==> config.mk <==
export PLATFORM = sky130hd
export DESIGN_NAME = sample_fifo
export DESIGN_NICKNAME = d
export VERILOG_FILES = /design/src/rtl/sfifo_pkg.sv /design/src/rtl/sfifo_store.sv /design/src/rtl/sfifo_flags.sv /design/src/rtl/sfifo_ovf_timer.sv /design/src/rtl/sample_fifo.sv
export SDC_FILE = /design/constraint.sdc
export NUM_CORES = 1
export LEC_CHECK = 0
export ABC_AREA = 1
export BUFFER_PORTS_ARGS = -buffer_cell sky130_fd_sc_hd__buf_2
export CAP_MARGIN = 10
export CORE_AREA = 2 2 144 146
export CTS_BUF_LIST = sky130_fd_sc_hd__clkbuf_8
export CTS_CLUSTER_SIZE = 20
export DETAILED_ROUTE_END_ITERATION = 8
export DIE_AREA = 0 0 146 148
export GPL_ROUTABILITY_DRIVEN = 0
export PLACE_DENSITY_LB_ADDON = 0.12
export SYNTH_ARGS = -nofsm -noshare
export SYNTH_HDL_FRONTEND = slang
export SYNTH_SLANG_ARGS = --single-unit
==> constraint.sdc <==
create_clock -name clk -period 3.6 [get_ports clk]
set_input_delay 0.54 -clock clk [delete_from_list [all_inputs] [get_ports clk]]
set_output_delay 0.54 -clock clk [all_outputs]
set_load 0.05 [all_outputs]
==> src/rtl/sfifo_pkg.sv <==
// Shared definitions for the sample buffer: policy encoding and field widths.
package sfifo_pkg;
    // Overflow policy carried in setup[7:6]
    typedef enum logic [1:0] {
        POL_OFF  = 2'b00,
        POL_CIRC = 2'b01,
        POL_STOP = 2'b10,
        POL_OFF3 = 2'b11
    } pol_e;

    localparam int STAT_CNT_W = 6;   // count field width in the status byte
    localparam int WM_W       = 6;   // watermark field width in the setup byte
endpackage

==> src/rtl/sfifo_store.sv <==
// Storage and pointer control for the sample buffer.
// Assumes DEPTH is a power of two so the pointers wrap naturally.
// A read at full in stop mode does not make room for a write in the same cycle.
module sfifo_store
    import sfifo_pkg::*;
#(
    parameter int DEPTH = 32,
    parameter int DW    = 8,
    localparam int PW   = $clog2(DEPTH),
    localparam int CW   = $clog2(DEPTH + 1)
) (
    input  logic          clk,
    input  logic          rst_n,
    input  pol_e          policy,
    input  logic          wr_req,
    input  logic [DW-1:0] wr_data,
    input  logic          rd_req,
    output logic [DW-1:0] rd_data,
    output logic [CW-1:0] count,
    output logic          ovf_evt
);
    logic [DW-1:0] mem [DEPTH];
    logic [PW-1:0] wr_ptr, rd_ptr;
    logic          full, empty, cap_on, do_pop, do_push, drop_old, adv_rd;

    // Decode this cycle's pushes, pops and overwrite
    always_comb begin
        full     = (count == CW'(DEPTH));
        empty    = (count == '0);
        cap_on   = (policy == POL_CIRC) || (policy == POL_STOP);
        do_pop   = rd_req && !empty;
        do_push  = wr_req && cap_on && (!full || policy == POL_CIRC);
        drop_old = do_push && full && !do_pop;
        adv_rd   = do_pop || drop_old;
        ovf_evt  = wr_req && cap_on && full;
    end

    // Sample array write port
    always_ff @(posedge clk) begin
        if (do_push) mem[wr_ptr] <= wr_data;
    end

    // Pointers, occupancy and the registered read data
    always_ff @(posedge clk) begin
        if (!rst_n) begin
            wr_ptr  <= '0;
            rd_ptr  <= '0;
            count   <= '0;
            rd_data <= '0;
        end else begin
            if (do_push) wr_ptr <= wr_ptr + 1'b1;
            if (adv_rd)  rd_ptr <= rd_ptr + 1'b1;
            if (do_pop)  rd_data <= mem[rd_ptr];
            count <= count + CW'(do_push) - CW'(adv_rd);
        end
    end

    a_r4_count_bound: assert property (@(posedge clk) disable iff (!rst_n)
        count <= CW'(DEPTH));
    a_r2_off_no_growth: assert property (@(posedge clk) disable iff (!rst_n)
        (policy == POL_OFF || policy == POL_OFF3) |=> count <= $past(count));
    a_r5_circ_stays_full: assert property (@(posedge clk) disable iff (!rst_n)
        (policy == POL_CIRC && count == CW'(DEPTH) && wr_req) |=> count == CW'(DEPTH));
    a_r6_stop_drops: assert property (@(posedge clk) disable iff (!rst_n)
        (policy == POL_STOP && count == CW'(DEPTH) && wr_req && !rd_req)
            |=> (count == CW'(DEPTH)) && $stable(wr_ptr));
endmodule

==> src/rtl/sfifo_flags.sv <==
// Event flags and status packing for the sample buffer.
// The overflow flag is sticky and is cleared by a status read. A new
// overflow in the same cycle wins over the clear. The watermark flag is a
// live compare against the current setup level.
module sfifo_flags
    import sfifo_pkg::*;
#(
    parameter int CW = 6
) (
    input  logic            clk,
    input  logic            rst_n,
    input  logic            ovf_evt,
    input  logic            stat_rd,
    input  logic [CW-1:0]   count,
    input  logic [WM_W-1:0] wm_level,
    output logic [7:0]      status,
    output logic            irq
);
    logic                  ovf_flag, wm_flag;
    logic [STAT_CNT_W-1:0] cnt_field;

    // Sticky overflow flag with set priority
    always_ff @(posedge clk) begin
        if (!rst_n)        ovf_flag <= 1'b0;
        else if (ovf_evt)  ovf_flag <= 1'b1;
        else if (stat_rd)  ovf_flag <= 1'b0;
    end

    // Watermark compare and status assembly
    always_comb begin
        cnt_field = STAT_CNT_W'(count);
        wm_flag   = (wm_level != '0) && (cnt_field >= wm_level);
        status    = {ovf_flag, wm_flag, cnt_field};
        irq       = ovf_flag | wm_flag;
    end

    a_r7_ovf_sticky: assert property (@(posedge clk) disable iff (!rst_n)
        (status[7] && !stat_rd) |=> status[7]);
    a_r7_ovf_sets: assert property (@(posedge clk) disable iff (!rst_n)
        ovf_evt |=> status[7]);
endmodule

==> src/rtl/sfifo_ovf_timer.sv <==
// Counts clocks since the first overflow after reset and saturates at its
// maximum. Assumes later overflows must not restart it.
module sfifo_ovf_timer #(
    parameter int TW = 8,
    localparam logic [TW-1:0] TMAX = '1
) (
    input  logic          clk,
    input  logic          rst_n,
    input  logic          ovf_evt,
    output logic [TW-1:0] ticks
);
    logic running;

    // Arm on the first overflow, then count up to the ceiling
    always_ff @(posedge clk) begin
        if (!rst_n) begin
            running <= 1'b0;
            ticks   <= '0;
        end else if (!running) begin
            if (ovf_evt) running <= 1'b1;
            ticks <= '0;
        end else if (ticks != TMAX) begin
            ticks <= ticks + 1'b1;
        end
    end

    a_r10_tick_hold: assert property (@(posedge clk) disable iff (!rst_n)
        (ticks == TMAX) |=> (ticks == TMAX));
    a_r10_tick_step: assert property (@(posedge clk) disable iff (!rst_n)
        (ticks != '0 && ticks != TMAX) |=> (ticks == $past(ticks) + 1'b1));
endmodule

==> src/rtl/sample_fifo.sv <==
// Sample buffer top: splits the setup byte into policy and watermark, and
// ties the storage, flag and timer pieces together.
module sample_fifo
    import sfifo_pkg::*;
#(
    parameter int DEPTH = 32,
    parameter int TW    = 8,
    localparam int CW   = $clog2(DEPTH + 1)
) (
    input  logic          clk,
    input  logic          rst_n,
    input  logic          smp_wr,
    input  logic [7:0]    smp_data,
    input  logic          host_rd,
    input  logic          stat_rd,
    input  logic [7:0]    setup,
    output logic [7:0]    rd_data,
    output logic [7:0]    status,
    output logic          fifo_irq,
    output logic [TW-1:0] ovf_ticks
);
    pol_e          policy;
    logic [CW-1:0] count;
    logic          ovf_evt;

    assign policy = pol_e'(setup[7:6]);

    sfifo_store #(.DEPTH(DEPTH), .DW(8)) u_store (
        .clk(clk), .rst_n(rst_n), .policy(policy),
        .wr_req(smp_wr), .wr_data(smp_data), .rd_req(host_rd),
        .rd_data(rd_data), .count(count), .ovf_evt(ovf_evt)
    );

    sfifo_flags #(.CW(CW)) u_flags (
        .clk(clk), .rst_n(rst_n), .ovf_evt(ovf_evt), .stat_rd(stat_rd),
        .count(count), .wm_level(setup[WM_W-1:0]),
        .status(status), .irq(fifo_irq)
    );

    sfifo_ovf_timer #(.TW(TW)) u_timer (
        .clk(clk), .rst_n(rst_n), .ovf_evt(ovf_evt), .ticks(ovf_ticks)
    );

    a_r9_irq_src: assert property (@(posedge clk) disable iff (!rst_n)
        fifo_irq |-> (status[7] || status[6]));
endmodule

# Word-level counts from Yosys, hierarchy flattened
# Memories as Yosys holds them, arrays and structs flattened. A register that Yosys moved wholly into a read port is not among the register bits.
# Cells that the tools add are included.
# word_totals
register_bits,26
ramBits,256
out_inout_bits,25
n_memories,1
# mem_list
name,words,word_bits,read_ports,rd_ports_with_merged_regs,wr,line,source
u_store.mem,32,8,1,1,1,sfifo_store.sv:22,logic [DW-1:0] mem [DEPTH];
# op_classes
n_addsub,5
order_cmp,1
eq_ne,4
muxes,6
bitwise,1
reduce_logical,18
# ops
op,n
"adder 5 x 1 -> 5 bit, second input constant",2
"adder 8 x 1 -> 8 bit, second input constant",1
"!= test 8 bit, second input constant",1
logical AND 1 bit,7
adder 6 x 1 -> 6 bit,1
"equality test 6 bit, second input constant",1
>= comparator 6 bit,1
zero test 6 bit,1
2-to-1 mux 1 bit,6
nonzero test 6 bit,1
subtractor 6 x 1 -> 6 bit,1
zero test 1 bit,4
logical OR 1 bit,3
"equality test 2 x 1 -> 1 bit, second input constant",1
"equality test 2 bit, second input constant",1
AND reduction 2 bit,1
nonzero test 2 bit,1
OR 1 bit,1

# Depth between registers and ports, before layout
# Gate-level depths: netlist of run 1.
# logic_depth
depth_word,8
depth_mapped,20
ltp_nobuf,20

# Hierarchy
# From an unflattened synthesis of run 1, not the netlist that was laid out.
# unflattened
cells_unflattened,1286
hier_area_um2,12779.8
# by_module_without_submodules
mod,instances,cells_each,area_per_inst_um2,seq_area_each_um2
sfifo_store,1,1174,12041.5,8167.8
sfifo_ovf_timer,1,64,441.7,180.2
sfifo_flags,1,48,296.5,20.0

# Worst setup path before layout of run 1
# Ideal clock, no wire load.
# synth_timing
path_kind,register -> register
from,reg u_store.count[5]
to,reg u_store.count[4]
setup_time_ps,70
t_arrival_ps,2878
required_time_ps,3530
path_slack_ps,652
stages_incl_launch_ff,20
cell_sequence,dfxtp_1 ha_1 inv_1 nor2_2 nand2_1 nand2_4 inv_2 nand2_1 nand2_2 ha_1 inv_1 ha_1 fa_1 nand2_1 inv_1 nor2_1 nor2_1 nor2_1 o21ai_0 a21oi_1
# synth_between
elab_chain_len,8
elab_cells_between_ends,13
# synth_lines
element,line,source
from (decl),sfifo_store.sv:19,"output logic [CW-1:0] count,"
from (signal assigned),sfifo_store.sv:54,count <= count + CW'(do_push) - CW'(adv_rd);
equality test 6 bit (*),sfifo_store.sv:28,full = (count == CW'(DEPTH));
zero test 1 bit (*),sfifo_store.sv:32,do_push = wr_req && cap_on && (!full || policy == POL_CIRC);
logical OR 1 bit (*),sfifo_store.sv:32,
logical AND 1 bit (*),sfifo_store.sv:32,
via u_store.do_push,sfifo_store.sv:24,"logic full, empty, cap_on, do_pop, do_push, drop_old, adv_rd;"
branches (longest 3 deep; another with adder 6 x 1 -> 6 bit),-,
subtractor 6 x 1 -> 6 bit (*),sfifo_store.sv:54,
# Mark *: on every way through the listed nets, which the timed path passes.
# A chain may end at the register's enable or synchronous reset.

# Worst setup path after layout of run 1
# layout_timing
from,reg u_store.count[3]
to,reg u_store.count[4]
# Same word-level chain as after synthesis.

==> results of run 1 <==
## layer usage
metal / share of wire / up-vias
met5: 0 / -
met4: 0.027 / 0
met3: 0.077 / 61
met2: 0.46 / 398
met1: 0.43 / 4085
li1: - / 4239
## placed cells by master (no fill, tap or decap), types with 8 or more instances in the layout
master / netlist / final
clkbuf_8: 0 / 52
nor2_1: 94 / 94
clkinv_1: 3 / 15
nand3_1: 166 / 166
buf_2: 34 / 45
ha_1: 22 / 22
dfxtp_1: 34 / 32
a21oi_1: 43 / 43
inv_1: 152 / 164
o21ai_0: 22 / 22
nand2_1: 382 / 382
buf_4: 8 / 8
edfxtp_1: 256 / 256
## synth_stat cells, types with 2 or more instances
master / number
o21ai_0: 22
nor3b_1: 2
xor2_1: 2
edfxtp_1: 256
nand2_1: 382
a31oi_1: 2
inv_1: 152
inv_2: 4
dfxtp_1: 34
nor3_1: 4
clkinv_1: 3
buf_4: 8
o211ai_1: 2
nor2_1: 94
ha_1: 22
buf_2: 34
a21oi_1: 43
nand3_1: 166
nand4_1: 2
clkbuf_1: 10
## path summary, 6_finish.rpt
path / startpoint / end / slack (ns) / cells after the start
worst max-delay path: u_store.count[3] / u_store.count[4] / 0.61 / 20
worst min-delay path: stat_rd / u_flags.ovf_flag / 0.19 / 2
worst max register to register: u_store.count[3] / u_store.count[4] / 0.61 / 20
worst min register to register: u_store.rd_data[6] / u_store.rd_data[6] / 0.47 / 2
## logic make-up after synthesis
| family | Yosys count | share of synthesized area |
|---|---|---|
| AND/OR/NAND/NOR | 655 | 0.214 |
| flip-flops | 290 | 0.662 |
| buffers and inverters | 212 | 0.0687 |
| adder cells (fa/ha/maj) | 23 | 0.0234 |
| AO/OA/AOI/OAI | 72 | 0.0299 |
| XOR/XNOR | 2 | 0.00139 |
## worst max-delay path: stages, from the launching register on
cell and delay (ns):
dfxtp_1 0.34, inv_1 0.11, ha_1 0.18, nand3_2 0.10, nor2_2 0.15, nand2_1 0.11
nand2_4 0.12, inv_2 0.08, nand2_1 0.07, nand2_2 0.11, ha_1 0.30, inv_1 0.04
ha_1 0.22, fa_1 0.41, nand2_1 0.07, inv_1 0.05, nor2_1 0.08, nor2_1 0.05
nor2_1 0.11, o21ai_0 0.09, a21oi_1 0.13
## state kept, by name (all words and copies together), names as in the netlist
name / cells
u_store.mem: 256
u_store.rd_data: 8
u_timer.ticks: 8
u_store.count: 6
u_store.rd_ptr: 5
u_store.wr_ptr: 5
u_flags.ovf_flag: 1
u_timer.running: 1
## power groups by stage
stage                     logic (µW)  clock network (µW)  registers, µW
after floorplan                 1240                   0           4040
after global placement          1840                   0           3900
after detailed placement        1870                   0           3910
after CTS                       1870                2560           3840
after global routing            2100                2710           3850
final                           1880                2520           3840
## through the flow
| stage | power (µW) | cells | hold WS, ns | cell area [µm²] |
|---|---|---|---|---|
| global route | 8650 | 1607 | 0.191 | 13800 |
| finish | 8240 | 1607 | 0.195 | 13800 |
| global placement | 5740 | 1525 | 0.464 | 13000 |
| CTS | 8270 | 1607 | 0.171 | 13800 |
| detailed placement | 5770 | 1525 | 0.459 | 13000 |
| floorplan | 5280 | 1254 | 0.457 | 12600 |
## cell type report
type / instances / area share
timing repair buffer: 54 / 0.0220
inverter: 159 / 0.0432
sequential: 290 / 0.605
multi-input combinational: 752 / 0.245
tap: 270 / 0.0244
clock inverter: 30 / 0.00894
clock buffer: 52 / 0.0517
==> impl_metrics.yaml, run 1 <==
run_status:
  status: "finished clean"
grt:
  antenna_found_initial: 0
  use_met1: 0.385
  grt_util_all_layers: 0.270
  grt_max_degree: 119
  gr-usage-met2: 0.430
  grt_pass1_wl_mm: 44.7
  grt-busiest-layer: "met2"
  overflow: 0
  first_global_vias: 8296
  use_met3: 0.0457
finish:
  diodes: 0
  seq_area_um2: 8370
  num-nets-final: 1346
  multi_input_area_um2: 3400
  utilization: 0.691
  final.fill_count: 1557
  syn_to_final_growth_pct: 9.64
  drive_gt1_frac: 0.0920
routing:
  first_pass_iters: 5
  vias_per_cell: 5.47
  ant_nets: 0
  dr.first_iter.drc_count: 846
  vias: 8783
  wirelength_mm: 28.4
  drc: 0
  wl_per_cell_um: 17.7
floorplanning:
  die_y_um: 148
  initial_core_util: 0.630
  rows: 52
  die_area_um2: 21600
  die_w_um: 146
  core_area_um2: 20000
  ios: 46
worst_setup_path:
  critPathRequiredTime_ns: 4.07
  critPathLaunchType: "register"
  crit_arrival_ns: 3.46
  path_class: "register to register"
  endpoint_kind: "register"
  cp_max_fo: 10
clock_network:
  clock_latency_ns: 0.55
  cts_sinks: 290
  cts-root-buf: "clkbuf_8"
  htreeDepth: 2
  ctsHoldBuffers: 0
  cts.clk_slew.worst_paths_ns: 0.06
  cts.repair.resized: 0
  cts-buffers-inserted: 45
  post_cts_buffers: 0
  cts_buffer_depth: 3
  cts_tree: "yes"
sta:
  worst_slew_pin_slew_ns: 1.24
  layout_setup_ws_ns: 0.611
  rsz0062_at_grt: "false"
  setup_violations: 0
  finalCritPeriodShare: 0.830
  finalClockSkew_ns: 0.0217
  finalCriticalPeriod_ns: 2.99
  slew_headroom: 0.174
  slew_violations: 0
  setup_tns_ns: 0
  max_freq_ghz: 0.335
  hold_violations: 0
placed_design:
  port_buffers: 45
  place_ws_ns: 0.546
  hpwl_mm: 17.3
synthesis:
  ys_seq_area_frac: 0.662
  syn_area_um2: 12600
  syn-num-nets: 1298
  async_flop_share: 0
  synth_seq_cells: 290
  synth_top_area_frac: 0.609
  yosys-top-cells-area: "edfxtp_1 (61%), nand2_1 (11%), nand3_1 (6.6%)"
  synth_edf_count: 256
  ys.flop_type: "edfxtp_1"
  synthCells: 1254
  syn_avg_cell_area_um2: 10.1
  yosysWarnings: 0
  synth.distinct_cells: 30
  yosysTopAreaCell: "edfxtp_1"
pwr:
  p_switching_uw: 2660
  peakVddDrop_uv: 600
  comb_power_share: 0.228
  clockPowerShare: 0.306
  power_switching_share: 0.323
  p_seq_frac: 0.466
  power_per_cell_area_nw_per_um2: 595
  power.leakage_uw: 0.00575
  internal-power_uw: 5580
hold_path:
  hp-class: "input pin to register"
run:
  maxCapViolations: 0
(Power assumes the default switching activity.)
==> inputs of run 2 (changes only) <==
--- a/config.mk
+++ b/config.mk
@@ -8,11 +8,11 @@
 export ABC_AREA = 1
 export BUFFER_PORTS_ARGS = -buffer_cell sky130_fd_sc_hd__buf_2
 export CAP_MARGIN = 10
-export CORE_AREA = 2 2 144 146
+export CORE_AREA = 2 2 151 153
 export CTS_BUF_LIST = sky130_fd_sc_hd__clkbuf_8
 export CTS_CLUSTER_SIZE = 20
 export DETAILED_ROUTE_END_ITERATION = 8
-export DIE_AREA = 0 0 146 148
+export DIE_AREA = 0 0 153 155
 export GPL_ROUTABILITY_DRIVEN = 0
 export PLACE_DENSITY_LB_ADDON = 0.12
 export SYNTH_ARGS = -nofsm -noshare
==> constraint.sdc (replaced) <==
create_clock -name clk -period 2.39 [get_ports clk]
set_input_delay 0.3585 -clock clk [delete_from_list [all_inputs] [get_ports clk]]
set_output_delay 0.3585 -clock clk [all_outputs]
set_load 0.05 [all_outputs]
==> run 2 against run 1 <==
Compared with the run above:
- the run now ends with negative setup slack left
- worst hold slack better by 0.0060 ns
- core utilization is 4.1 points lower
- combinational power is 78% higher
- clock skew is 0.0029 ns lower
- first-iteration DRC count is 7.1% higher
- routed wire length is 3.0% higher
- register-to-register slack worse by 0.70 ns
- non-clock buffer count is 52 higher
- count of clock-buffer cells in the layout is 1 lower
==> impl_metrics.yaml, run 2 (synthesis results as in run 1) <==
grt:
  antenna_found_initial: 0
  overflow: 0
  first_global_vias: 8391
  grt_util_all_layers: 0.252
  grt_max_degree: 139
  grt_pass1_wl_mm: 46.3
routing:
  ant_nets: 0
  drc: 0
  dr.first_iter.drc_count: 906
  first_pass_iters: 5
  vias: 8827
  wl_per_cell_um: 17.4
  wirelength_mm: 29.2
  vias_per_cell: 5.27
worst_setup_path:
  rr_worst_depth: 20
  crit_arrival_ns: 2.94
  critPathLaunchType: "register"
  endpoint_kind: "register"
  cp_max_fo: 2
  critPathRequiredTime_ns: 2.86
  path_class: "register to register"
pwr:
  power.leakage_uw: 0.00608
  power_per_cell_area_nw_per_um2: 892
  peakVddDrop_uv: 999
clock_network:
  cts_sinks: 290
  clock_latency_ns: 0.55
  htreeDepth: 2
  cts-buffers-inserted: 46
  cts-root-buf: "clkbuf_8"
  cts_tree: "yes"
  cts.clk_slew.worst_paths_ns: 0.06
  cts_buffer_depth: 3
run_status:
  status: "finished with violations"
  violations: "negative setup slack"
floorplanning:
  rows: 55
  die_y_um: 155
  ios: 46
  die_w_um: 153
  die_area_um2: 23700
  initial_core_util: 0.568
  core_area_um2: 22200
finish:
  multi_input_area_um2: 3530
  fin_cells: 1675
  final.fill_count: 1742
  mostFrequentLayoutCells: "nand2_1 (378), edfxtp_1 (256), inv_1 (167)"
  syn_to_final_growth_pct: 14.4
  utilization: 0.650
  seq_area_um2: 8390
  reg.largest.list: "u_store.mem: 256 flops, u_store.rd_data: 8 flops, u_timer.ticks: 8 flops"
  final_common_cell: "nand2_1"
  diodes: 0
  top_register: "u_store.mem"
  drive_gt1_frac: 0.144
  num-nets-final: 1399
  largest_register_ffs: 256
hold_path:
  hp-class: "input pin to register"
  hold_depth: 3
sta:
  hold_violations: 0
  slew_headroom: 0.500
  finalClockSkew_ns: 0.0189
  setup_violations: 1
  rsz0062_at_grt: "true"
  max_freq_ghz: 0.404
  slew_violations: 0
  worst_slew_pin_slew_ns: 0.750
  finalCritPeriodShare: 1.04
  layout_setup_ws_ns: -0.0861
  finalCriticalPeriod_ns: 2.48
placed_design:
  hpwl_mm: 17.6
  port_buffers: 45
  place_ws_ns: -0.173
  dpl.cell_count: 1590
run:
  maxCapViolations: 0
==> run 2: changes by cell type in the layout (fill, tap and decap cells not counted), moves of 4 or more <==
cell,previous run,this run
nand2_1,382,378
ha_4,0,7
ha_1,22,15
inv_2,4,10
clkinv_1,15,8
dfxtp_1,32,26
buf_4,8,55
buf_6,0,4
==> run 2: stage by stage <==
| stage | setup TNS [ns] | total power, µW | area, µm² | hold WS [ns] |
|---|---|---|---|---|
| after floorplan | -0.174 | 8050 | 12700 | 0.457 |
| after global placement | -0.135 | 8960 | 13500 | 0.475 |
| after detailed placement | -0.188 | 9010 | 13500 | 0.486 |
| after CTS | -0.0805 | 12800 | 14400 | 0.171 |
| after global routing | -0.468 | 13600 | 14400 | 0.204 |
| final | -0.0861 | 12900 | 14400 | 0.201 |
==> run 2: cell type report <==
cell class              instances  share of cell area
flip-flops and latches        290               0.581
multi-input cells             752               0.244
repair buffers                106              0.0515
clock buffers                  51              0.0486
inverters                     159              0.0419
well taps                     285              0.0247
clock inverters                32             0.00849
==> run 2: worst paths after layout <==
kind / start / endpoint / slack [ns]
worst min-delay path: rst_n / u_store.count[1] / 0.20
worst min register to register: u_timer.ticks[7] / u_timer.ticks[6] / 0.50
worst max register to register: u_store.count[3] / u_store.count[4] / -0.09
worst max-delay path: u_store.count[3] / u_store.count[4] / -0.09
==> run 2: power by group <==
group | internal, µW | switching [µW] | leakage [µW] | total (µW)
logic | 1060 | 2280 | 0.00298 | 3340
registers | 5660 | 107 | 0.00258 | 5760
clock network | 1940 | 1840 | 0.000516 | 3780
==> run 2: timing repair <==
action / in CTS / in global routing
hold buffers: 1 / 0
gates resized for setup: 10 / 14
setup endpoints to repair: 3 / 4
pin swaps: 4 / 8
endpoints found under the hold margin: 1 / 0
buffers inserted: 0 / 1
==> run 2: per-layer routing <==
| metal | vias to the layer above | part of all wire | global-route usage |
|---|---|---|---|
| met1 | 4143 | 0.44 | 0.364 |
| met4 | 0 | 0.020 | 0.0697 |
| li1 | 4339 | - | - |
| met2 | 306 | 0.47 | 0.403 |
| met5 | - | 0 | 0 |
| met3 | 39 | 0.063 | 0.0382 |
==> run 2: worst max-delay path, cell delays in order (launching register included) <==
cell and delay, ns:
dfxtp_4 0.35, inv_4 0.06, ha_4 0.13, nand3_4 0.09, nor2_4 0.11, nand2_2 0.07
nand2_4 0.07, inv_4 0.04, nand2_4 0.05, nand2_4 0.05, ha_4 0.26, inv_2 0.04
ha_4 0.15, fa_2 0.34, nand2_2 0.07, inv_2 0.04, nor2_2 0.07, nor2_1 0.04
nor2_1 0.15, o21ai_1 0.08, a21oi_1 0.14
